==> config.mk <==
export PLATFORM = sky130hd
export DESIGN_NAME = bus_cmd_capture
export DESIGN_NICKNAME = d
export VERILOG_FILES = /design/src/rtl/bus_cmd_pkg.sv /design/src/rtl/bus_sync.sv /design/src/rtl/bus_write_decode.sv /design/src/rtl/bus_seq_match.sv /design/src/rtl/bus_cmd_capture.sv
export SDC_FILE = /design/constraint.sdc
export NUM_CORES = 1
export LEC_CHECK = 0
export BUFFER_PORTS_ARGS = -buffer_cell sky130_fd_sc_hd__buf_4
export CORE_UTILIZATION = 50
export CTS_CLUSTER_DIAMETER = 80
export DETAILED_ROUTE_END_ITERATION = 16
export PLACE_DENSITY = 0.72
export SETUP_SLACK_MARGIN = 0.3
export SLEW_MARGIN = 10
export SYNTH_ARGS = -nofsm -noshare
export SYNTH_HDL_FRONTEND = slang
export SYNTH_SLANG_ARGS = --single-unit
==> constraint.sdc <==
create_clock -name clk -period 2.7 [get_ports clk]
set_input_delay 0 -clock clk [delete_from_list [all_inputs] [get_ports clk]]
set_output_delay 0 -clock clk [all_outputs]
set_load 0.01 [all_outputs]
==> src/rtl/bus_cmd_pkg.sv <==
package bus_cmd_pkg;
  typedef enum logic [1:0] {
    MODE_READ  = 2'd0,
    MODE_PROG  = 2'd1,
    MODE_ERASE = 2'd2
  } mode_e;

  typedef enum logic [1:0] {
    STEP_IDLE = 2'd0,
    STEP_ONE  = 2'd1,
    STEP_TWO  = 2'd2
  } step_e;
endpackage

==> src/rtl/bus_sync.sv <==
module bus_sync #(
  parameter int          W       = 1,
  parameter int          STAGES  = 2,
  parameter logic [W-1:0] RST_VAL = '0
) (
  input  logic         clk,
  input  logic         rst,
  input  logic [W-1:0] din,
  output logic [W-1:0] dout
);
  logic [W-1:0] stg [STAGES];

  for (genvar i = 0; i < STAGES; i++) begin : g_stage
    if (i == 0) begin : g_first
      always_ff @(posedge clk) begin
        if (rst) stg[i] <= RST_VAL;
        else     stg[i] <= din;
      end
    end else begin : g_next
      always_ff @(posedge clk) begin
        if (rst) stg[i] <= RST_VAL;
        else     stg[i] <= stg[i-1];
      end
    end
  end

  assign dout = stg[STAGES-1];
endmodule

==> src/rtl/bus_write_decode.sv <==
module bus_write_decode #(
  parameter int AW = 23,
  parameter int DW = 16
) (
  input  logic          clk,
  input  logic          rst,
  input  logic          ce_n,
  input  logic          we_n,
  input  logic          oe_n,
  input  logic          adv_n,
  input  logic [AW-1:0] addr,
  input  logic [DW-1:0] data,
  output logic          wr_valid,
  output logic [AW-1:0] wr_addr,
  output logic [DW-1:0] wr_data
);
  logic          ce_q, we_q, adv_q;
  logic          in_cycle;
  logic          adv_hit;
  logic [AW-1:0] adv_addr;
  logic          ce_rise, we_rise, adv_rise, complete;

  assign ce_rise  = ce_n && !ce_q;
  assign we_rise  = we_n && !we_q;
  assign adv_rise = adv_n && !adv_q;
  assign complete = in_cycle && oe_n && (ce_rise || we_rise);

  always_ff @(posedge clk) begin
    if (rst) begin
      ce_q     <= 1'b1;
      we_q     <= 1'b1;
      adv_q    <= 1'b1;
      in_cycle <= 1'b0;
      adv_hit  <= 1'b0;
      adv_addr <= '0;
      wr_valid <= 1'b0;
      wr_addr  <= '0;
      wr_data  <= '0;
    end else begin
      ce_q     <= ce_n;
      we_q     <= we_n;
      adv_q    <= adv_n;
      wr_valid <= 1'b0;
      if (complete) begin
        wr_valid <= 1'b1;
        wr_addr  <= adv_hit ? adv_addr : addr;
        wr_data  <= data;
        adv_hit  <= 1'b0;
        in_cycle <= 1'b0;
      end else begin
        if (adv_rise) begin
          adv_hit  <= 1'b1;
          adv_addr <= addr;
        end
        if (!oe_n)
          in_cycle <= 1'b0;
        else if (!ce_n && !we_n)
          in_cycle <= 1'b1;
      end
    end
  end

  a_r8_single_pulse: assert property (@(posedge clk) disable iff (rst)
    wr_valid |=> !wr_valid);

  a_r8_outputs_held: assert property (@(posedge clk) disable iff (rst)
    !wr_valid |-> ($stable(wr_addr) && $stable(wr_data)));

  a_r2_valid_after_cycle: assert property (@(posedge clk) disable iff (rst)
    wr_valid |-> $past(in_cycle));
endmodule

==> src/rtl/bus_seq_match.sv <==
module bus_seq_match
  import bus_cmd_pkg::*;
#(
  parameter int          AW        = 23,
  parameter int          DW        = 16,
  parameter logic [AW-1:0] KEY_A1  = 'h555,
  parameter logic [DW-1:0] KEY_D1  = 'hAA,
  parameter logic [AW-1:0] KEY_A2  = 'h2AA,
  parameter logic [DW-1:0] KEY_D2  = 'h55,
  parameter logic [DW-1:0] OP_PROG = 'hA0,
  parameter logic [DW-1:0] OP_ERASE = 'h80
) (
  input  logic          clk,
  input  logic          rst,
  input  logic          wr_valid,
  input  logic [AW-1:0] wr_addr,
  input  logic [DW-1:0] wr_data,
  output mode_e         mode
);
  step_e step;
  logic  hit1, hit2;

  assign hit1 = (wr_addr == KEY_A1) && (wr_data == KEY_D1);
  assign hit2 = (wr_addr == KEY_A2) && (wr_data == KEY_D2);

  always_ff @(posedge clk) begin
    if (rst) begin
      mode <= MODE_READ;
      step <= STEP_IDLE;
    end else if (wr_valid) begin
      if (mode == MODE_PROG && step == STEP_IDLE) begin
        mode <= MODE_READ;
      end else begin
        case (step)
          STEP_IDLE: begin
            if (hit1) step <= STEP_ONE;
            else      mode <= MODE_READ;
          end
          STEP_ONE: begin
            if (hit2) step <= STEP_TWO;
            else begin
              step <= STEP_IDLE;
              mode <= MODE_READ;
            end
          end
          default: begin
            step <= STEP_IDLE;
            if (wr_data == OP_PROG)       mode <= MODE_PROG;
            else if (wr_data == OP_ERASE) mode <= MODE_ERASE;
            else                          mode <= MODE_READ;
          end
        endcase
      end
    end
  end

  a_r1_reset_read: assert property (@(posedge clk)
    $past(rst) |-> (mode == MODE_READ));

  a_r10_mode_needs_write: assert property (@(posedge clk) disable iff (rst)
    !wr_valid |=> $stable(mode));
endmodule

==> src/rtl/bus_cmd_capture.sv <==
module bus_cmd_capture
  import bus_cmd_pkg::*;
#(
  parameter int AW          = 23,
  parameter int DW          = 16,
  parameter int SYNC_STAGES = 2
) (
  input  logic          clk,
  input  logic          rst,
  input  logic          bus_ce_n,
  input  logic          bus_we_n,
  input  logic          bus_oe_n,
  input  logic          bus_adv_n,
  input  logic [AW-1:0] bus_addr,
  input  logic [DW-1:0] bus_data,
  output logic          cap_valid,
  output logic [AW-1:0] cap_addr,
  output logic [DW-1:0] cap_data,
  output logic [1:0]    mode
);
  localparam int PW = AW + DW;

  logic [3:0]    strb_s;
  logic [PW-1:0] path_s;
  mode_e         mode_q;

  bus_sync #(.W(4), .STAGES(SYNC_STAGES), .RST_VAL(4'hF)) u_sync_strb (
    .clk  (clk),
    .rst  (rst),
    .din  ({bus_ce_n, bus_we_n, bus_oe_n, bus_adv_n}),
    .dout (strb_s)
  );

  bus_sync #(.W(PW), .STAGES(SYNC_STAGES), .RST_VAL('0)) u_sync_path (
    .clk  (clk),
    .rst  (rst),
    .din  ({bus_addr, bus_data}),
    .dout (path_s)
  );

  bus_write_decode #(.AW(AW), .DW(DW)) u_decode (
    .clk      (clk),
    .rst      (rst),
    .ce_n     (strb_s[3]),
    .we_n     (strb_s[2]),
    .oe_n     (strb_s[1]),
    .adv_n    (strb_s[0]),
    .addr     (path_s[PW-1:DW]),
    .data     (path_s[DW-1:0]),
    .wr_valid (cap_valid),
    .wr_addr  (cap_addr),
    .wr_data  (cap_data)
  );

  bus_seq_match #(.AW(AW), .DW(DW)) u_match (
    .clk      (clk),
    .rst      (rst),
    .wr_valid (cap_valid),
    .wr_addr  (cap_addr),
    .wr_data  (cap_data),
    .mode     (mode_q)
  );

  assign mode = mode_q;
endmodule

Word-level counts from Yosys, hierarchy flattened --
Memories as Yosys holds them, arrays and structs flattened. Cells that the tools add are included.
Storage, ports and cells: bits in registers 72, bits in writable memories 86, input port bits 45, output and inout bits 42, word-level logic and storage cells 70, memories kept 2
Memories:
- u_sync_path.stg | depth 2, width 39, rd ports 2, clocked after Yosys merged registers in 0, wr ports 2, line bus_sync.sv:11 | logic [W-1:0] stg [STAGES];
- u_sync_strb.stg | depth 2, width 4, rd ports 2, clocked after Yosys merged registers in 0, wr ports 2, line bus_sync.sv:11
Operators by class: equal/unequal tests 11, multiplexer cells 18, bitwise gates (word level) 7, reduce and logical (&&, ||, !) cells 21
Operators by type and width (number):
- 2-to-1 mux 39 bit | 2
- == test 16 x 8 -> 1 bit (second input constant) | 3
- == test 23 x 10 -> 1 bit (second input constant) | 1
- == test 23 x 11 -> 1 bit (second input constant) | 1
- 2-to-1 mux 23 bit | 1
- == test 16 x 7 -> 1 bit (second input constant) | 1
- 2-to-1 mux 2 bit | 7
- logical AND 1 bit | 9
- 2-to-1 mux 4 bit | 2
- case mux 2 bit (2 select lines) | 2
- inequality test 3 bit (second input constant) | 2
- AND reduction 3 bit | 2
- logical NOT 1 bit | 5
- == test 2 x 1 -> 1 bit (second input constant) | 2
- 2-to-1 mux 1 bit | 4
- bitwise OR 1 bit | 4
- inverter 1 bit | 3
- OR reduction 3 bit | 1
- logical NOT 2 bit | 1
- inequality test 2 x 1 -> 1 bit (second input constant) | 1
- AND reduction 2 bit | 1
- OR reduction 2 bit | 1
- logical OR 1 bit | 1

Longest topological paths before layout --
depth after elaboration 6, depth in mapped cells 7, mapped depth without buffers 5

By module --
Synthesis repeated with hierarchy kept, for this count alone.
Unflattened totals: cells, all modules 529, area total of the unflattened synthesis 5408.9 um^2
By module, submodules not included:
- bus_write_decode | times used 1, cells each 299, area each 2677.6 um^2, seq. area each 1361.3 um^2
- bus_sync at u_sync_path | times used 1, cells each 164, area each 2104.5 um^2, seq. area each 1561.5 um^2
- bus_seq_match | times used 1, cells each 50, area each 416.6 um^2, seq. area each 80.1 um^2
- bus_sync at u_sync_strb | times used 1, cells each 16, area each 210.2 um^2, seq. area each 160.2 um^2

Worst setup path after synthesis --
OpenSTA, ideal clock, no wires.
path type reg2reg, start point reg u_decode.wr_data[11], end point reg u_match.step[1], setup time 86 ps, data arrival time 1473 ps, required time 2614 ps, setup slack 1140 ps, stages on the path, launching flop included 6, buffers on the path 0, clock period less this slack 1560 ps, path through dfxtp_1 -> or4_4 -> nor2_4 -> and3_4 -> nand2_2 -> a221oi_2
On the way: word-level cells in the longest chain between the ends 4, elaborated cells on any way between the ends 8, classes of those cells eq/ne: 3; mux: 2; reduce/logical: 3
RTL lines:
- start: declaration | line bus_write_decode.sv:15 | output logic [DW-1:0] wr_data
- start signal: assignment | line bus_write_decode.sv:47 | wr_data <= data;
- == test 16 x 7 -> 1 bit or == test 16 x 8 -> 1 bit (tied branches) | line bus_seq_match.sv:24, bus_seq_match.sv:23
- logical AND 1 bit, on equally long branches | line bus_seq_match.sv:24, bus_seq_match.sv:23
- 2-to-1 mux 2 bit or inequality test 2 x 1 -> 1 bit (tied branches)
- case mux 2 bit (2 select lines) or AND reduction 3 bit (tied branches)
- end signal: assignment | line bus_seq_match.sv:36 | if (hit1) step <= STEP_ONE;
- end signal: assignment | line bus_seq_match.sv:40 | if (hit2) step <= STEP_TWO;
- end signal: assignment | line bus_seq_match.sv:42 | step <= STEP_IDLE;
- end: declaration | line bus_seq_match.sv:20 | step_e step;
Parallel ways exist; a longest one is shown, timed or not. A chain may end at the register's enable or synchronous reset.

==> qor.csv <==
metric,value,unit
max_cap_viol_count,0,
slew_viol_final,0,
layout-area-overhead-vs-synth,34.1,%
synth_sequential_area_ratio,59.7,%
worst_ep_required_time,3.15,ns
layout_min_cycle_time,1.98,ns
cp-end-kind,flop,
met3_length,509,µm
crit_chain,"nor2b_1, o211ai_2, buf_4, and2_1, nand2_1, a21oi_1",
synth.lib_cells_used.distinct,38,
critPathLaunchType,flop,
die_width,105,µm
drt-initial-drc-count,146,
setup_total_negative_slack,0,ns
syn-cell-area,5300,µm²
hpwlAfterDp,6750,µm
met1Wirelength,5150,µm
routed_wire_length_per_instance,13.7,µm
worst_path_max_fanout,23,
placement.io_buffers,86,
clock_buffer_depth,2,
postRouteAntennaNets,0,
global_route.usage.total,21.4,%
criticalPathCategory,reg2reg,
dr.pass1.iters,5,
met2_wirelength,5280,µm
clk_root_buffer_cell,clkbuf_8,
final_area,7110,µm²
irDropWorstVdd,0.000423,V
final.period_utilization,73.3,%
final_weighted_congestion_in_routability_driven_placement,0.809,
critical-path-max-stage-delay,0.72,ns
top_layer_used,met4,
fp.dieH,105,µm
layout.cells.most_common,dfxtp_1,
finalHoldViolations,0,
worstPathArrival,2.43,ns
avgViaCountPerCell,4.93,
synth_fp_nets,574,
start_util,51.6,%
global_route_overflow,0,
report.final.setup_viol,0,
dpl_cell_area,6010,µm²
io_pins,87,
clock_tree.htree_level_count,4,
numClockSinks,158,
power_density,688,nW/µm²
cts_repair_resize_count,0,
drt_wl_total,11100,µm
synthCells,529,
grt_pass1_vias,3877,
timing.hold.worst.class,in2reg,
vias,3992,
design.core.area,10300,µm²
synth.avg_cell_area,10.0,µm²
pin_count_of_the_biggest_net_entering_global_routing,67,
finalNetCount,705,
worst_setup_skew_after_layout,0.00617,ns
floorplan.die_area,11000,µm²
drc_errors,0,
cellLeakagePower,2.70,nW
n_antenna_cell,0,
ys_ff_latch,158,
grt_setup_unrepaired,false,
grt_first_pass_wirelength,18400,µm
max_clock_freq,0.505,GHz
number_of_antenna_violations_at_the_first_check_in_global_routing,0,
insertion_delay,0.52,ns
tritoncts_clock_tree,built,
timing.max_slew.rel_slack,43.2,%
cpMaxStageDelayCell,and2_1,
fp-row-count,37,
finalPower,4.89,mW
drive_above_1_share,21.2,%
fillCellCount,768,
cts_made_buffers,17,
synthesis.yosys.warnings,0,
mostFrequentLayoutCells,"dfxtp_1, buf_4, nand2_1, nor2b_1, dlygate4sd3_1",
timing_worst_slew_pin_value,0.853,ns
outcome,"complete, no violations",
path_clk_slew,0.07,ns
-- sequential cells by signal, summed over array words and instances (netlist names) --
| register | flops |
|---|---|
| u_decode.in_cycle | 1 |
| u_sync_path.stg | 78 |
| u_decode.wr_addr | 23 |
| u_decode.adv_hit | 1 |
| u_match.step | 2 |
| u_decode.wr_valid | 1 |
| u_decode.wr_data | 16 |
| u_decode.we_q | 1 |
| u_match.mode | 2 |
| u_decode.adv_q | 1 |
| u_decode.ce_q | 1 |
| u_decode.adv_addr | 23 |
| u_sync_strb.stg | 8 |
-- cell usage after synthesis, drive strengths merged --
cell,instances,share of area (%)
nor2b,81,9.6
nand2,83,5.9
and4b,1,0.19
nor3b,1,0.14
buf,12,1.2
nor4bb,5,0.94
mux2i,23,4.3
nor3,7,0.87
a211oi,23,3.3
or4,2,0.42
nor2,29,2.2
nor4b,2,0.33
nand3,4,0.47
a221oi,1,0.28
a21oi,40,3.8
o21ai,2,0.19
nand2b,4,0.47
and3,2,0.33
o2111ai,2,0.33
clkbuf,21,1.9
or2,11,1.3
o221ai,2,0.33
nor4,3,0.35
o211ai,1,0.24
inv,2,0.14
nand4,5,0.59
dfxtp,158,60
o211a,1,0.19
and2,1,0.12
-- where the power goes --
part / switching [mW] / leakage [nW] / internal (mW)
clock: 0.925 / 0.275 / 1.31
combinational: 0.0901 / 1.13 / 0.141
sequential: 0.0214 / 1.29 / 2.40
total: 1.04 / 2.70 / 3.85
-- cells by family after synthesis --
logic type	share of synthesized area, %
and+or+nand+nor	24.2
DFF	59.7
AOI/OAI and AO/OA	8.59
buffers and inverters	3.16
muxes	4.34
-- critical path: cells and delay by family, from the launching register on --
kind                   cells  cell delay, ns
AND/OR/NAND/NOR            3            1.02
AO/OA/AOI/OAI              2            0.31
flip-flops                 1            0.33
buffers and inverters      1            0.24
-- through the flow --
step | worst slack (ns) | std cells | hold WS [ns] | util (%)
global route | 0.555 | 809 | 0.209 | 69.2
detailed placement | 0.757 | 723 | 0.187 | 58.4
global placement | 0.839 | 723 | 0.187 | 58.4
finish | 0.720 | 809 | 0.207 | 69.2
floorplan | 1.14 | 529 | 0.104 | -
CTS | 0.715 | 809 | 0.197 | 69.2
-- metal layers --
metal  vias to the layer above  global-route usage (%)
met3                        17                    4.74
met4                         0                    9.46
met5                         -                       0
li1                       2025                       -
met1                      1845                    27.9
met2                       105                    34.0
-- what timing repair did --
action                                 CTS  global route
buffers inserted                         0             0
endpoints found under the hold margin   56             0
hold buffers                            54             0
-- worst paths after layout --
path | endpoint | slack [ns] | startpoint | depth (start not counted)
setup / recovery | u_decode.adv_addr[3] | 0.72 | u_sync_strb.stg[1][2] | 6
hold / removal | u_sync_strb.stg[0][0] | 0.21 | bus_adv_n | 3
setup reg to reg | u_decode.adv_addr[3] | 0.72 | u_sync_strb.stg[1][2] | 6
hold reg to reg | u_sync_strb.stg[1][0] | 0.42 | u_sync_strb.stg[0][0] | 1
-- final cells by class --
type                       count  area (µm²)  area share [%]
sequential                   158        3160            44.5
multi-input combinational    336        1970            27.7
timing repair buffer         145        1240            17.4
clock buffer                  18         418            5.88
tap                          136         170            2.39
clock inverter                14         144            2.02
inverter                       2        7.51           0.106
Power figures use the tool's default switching activity.
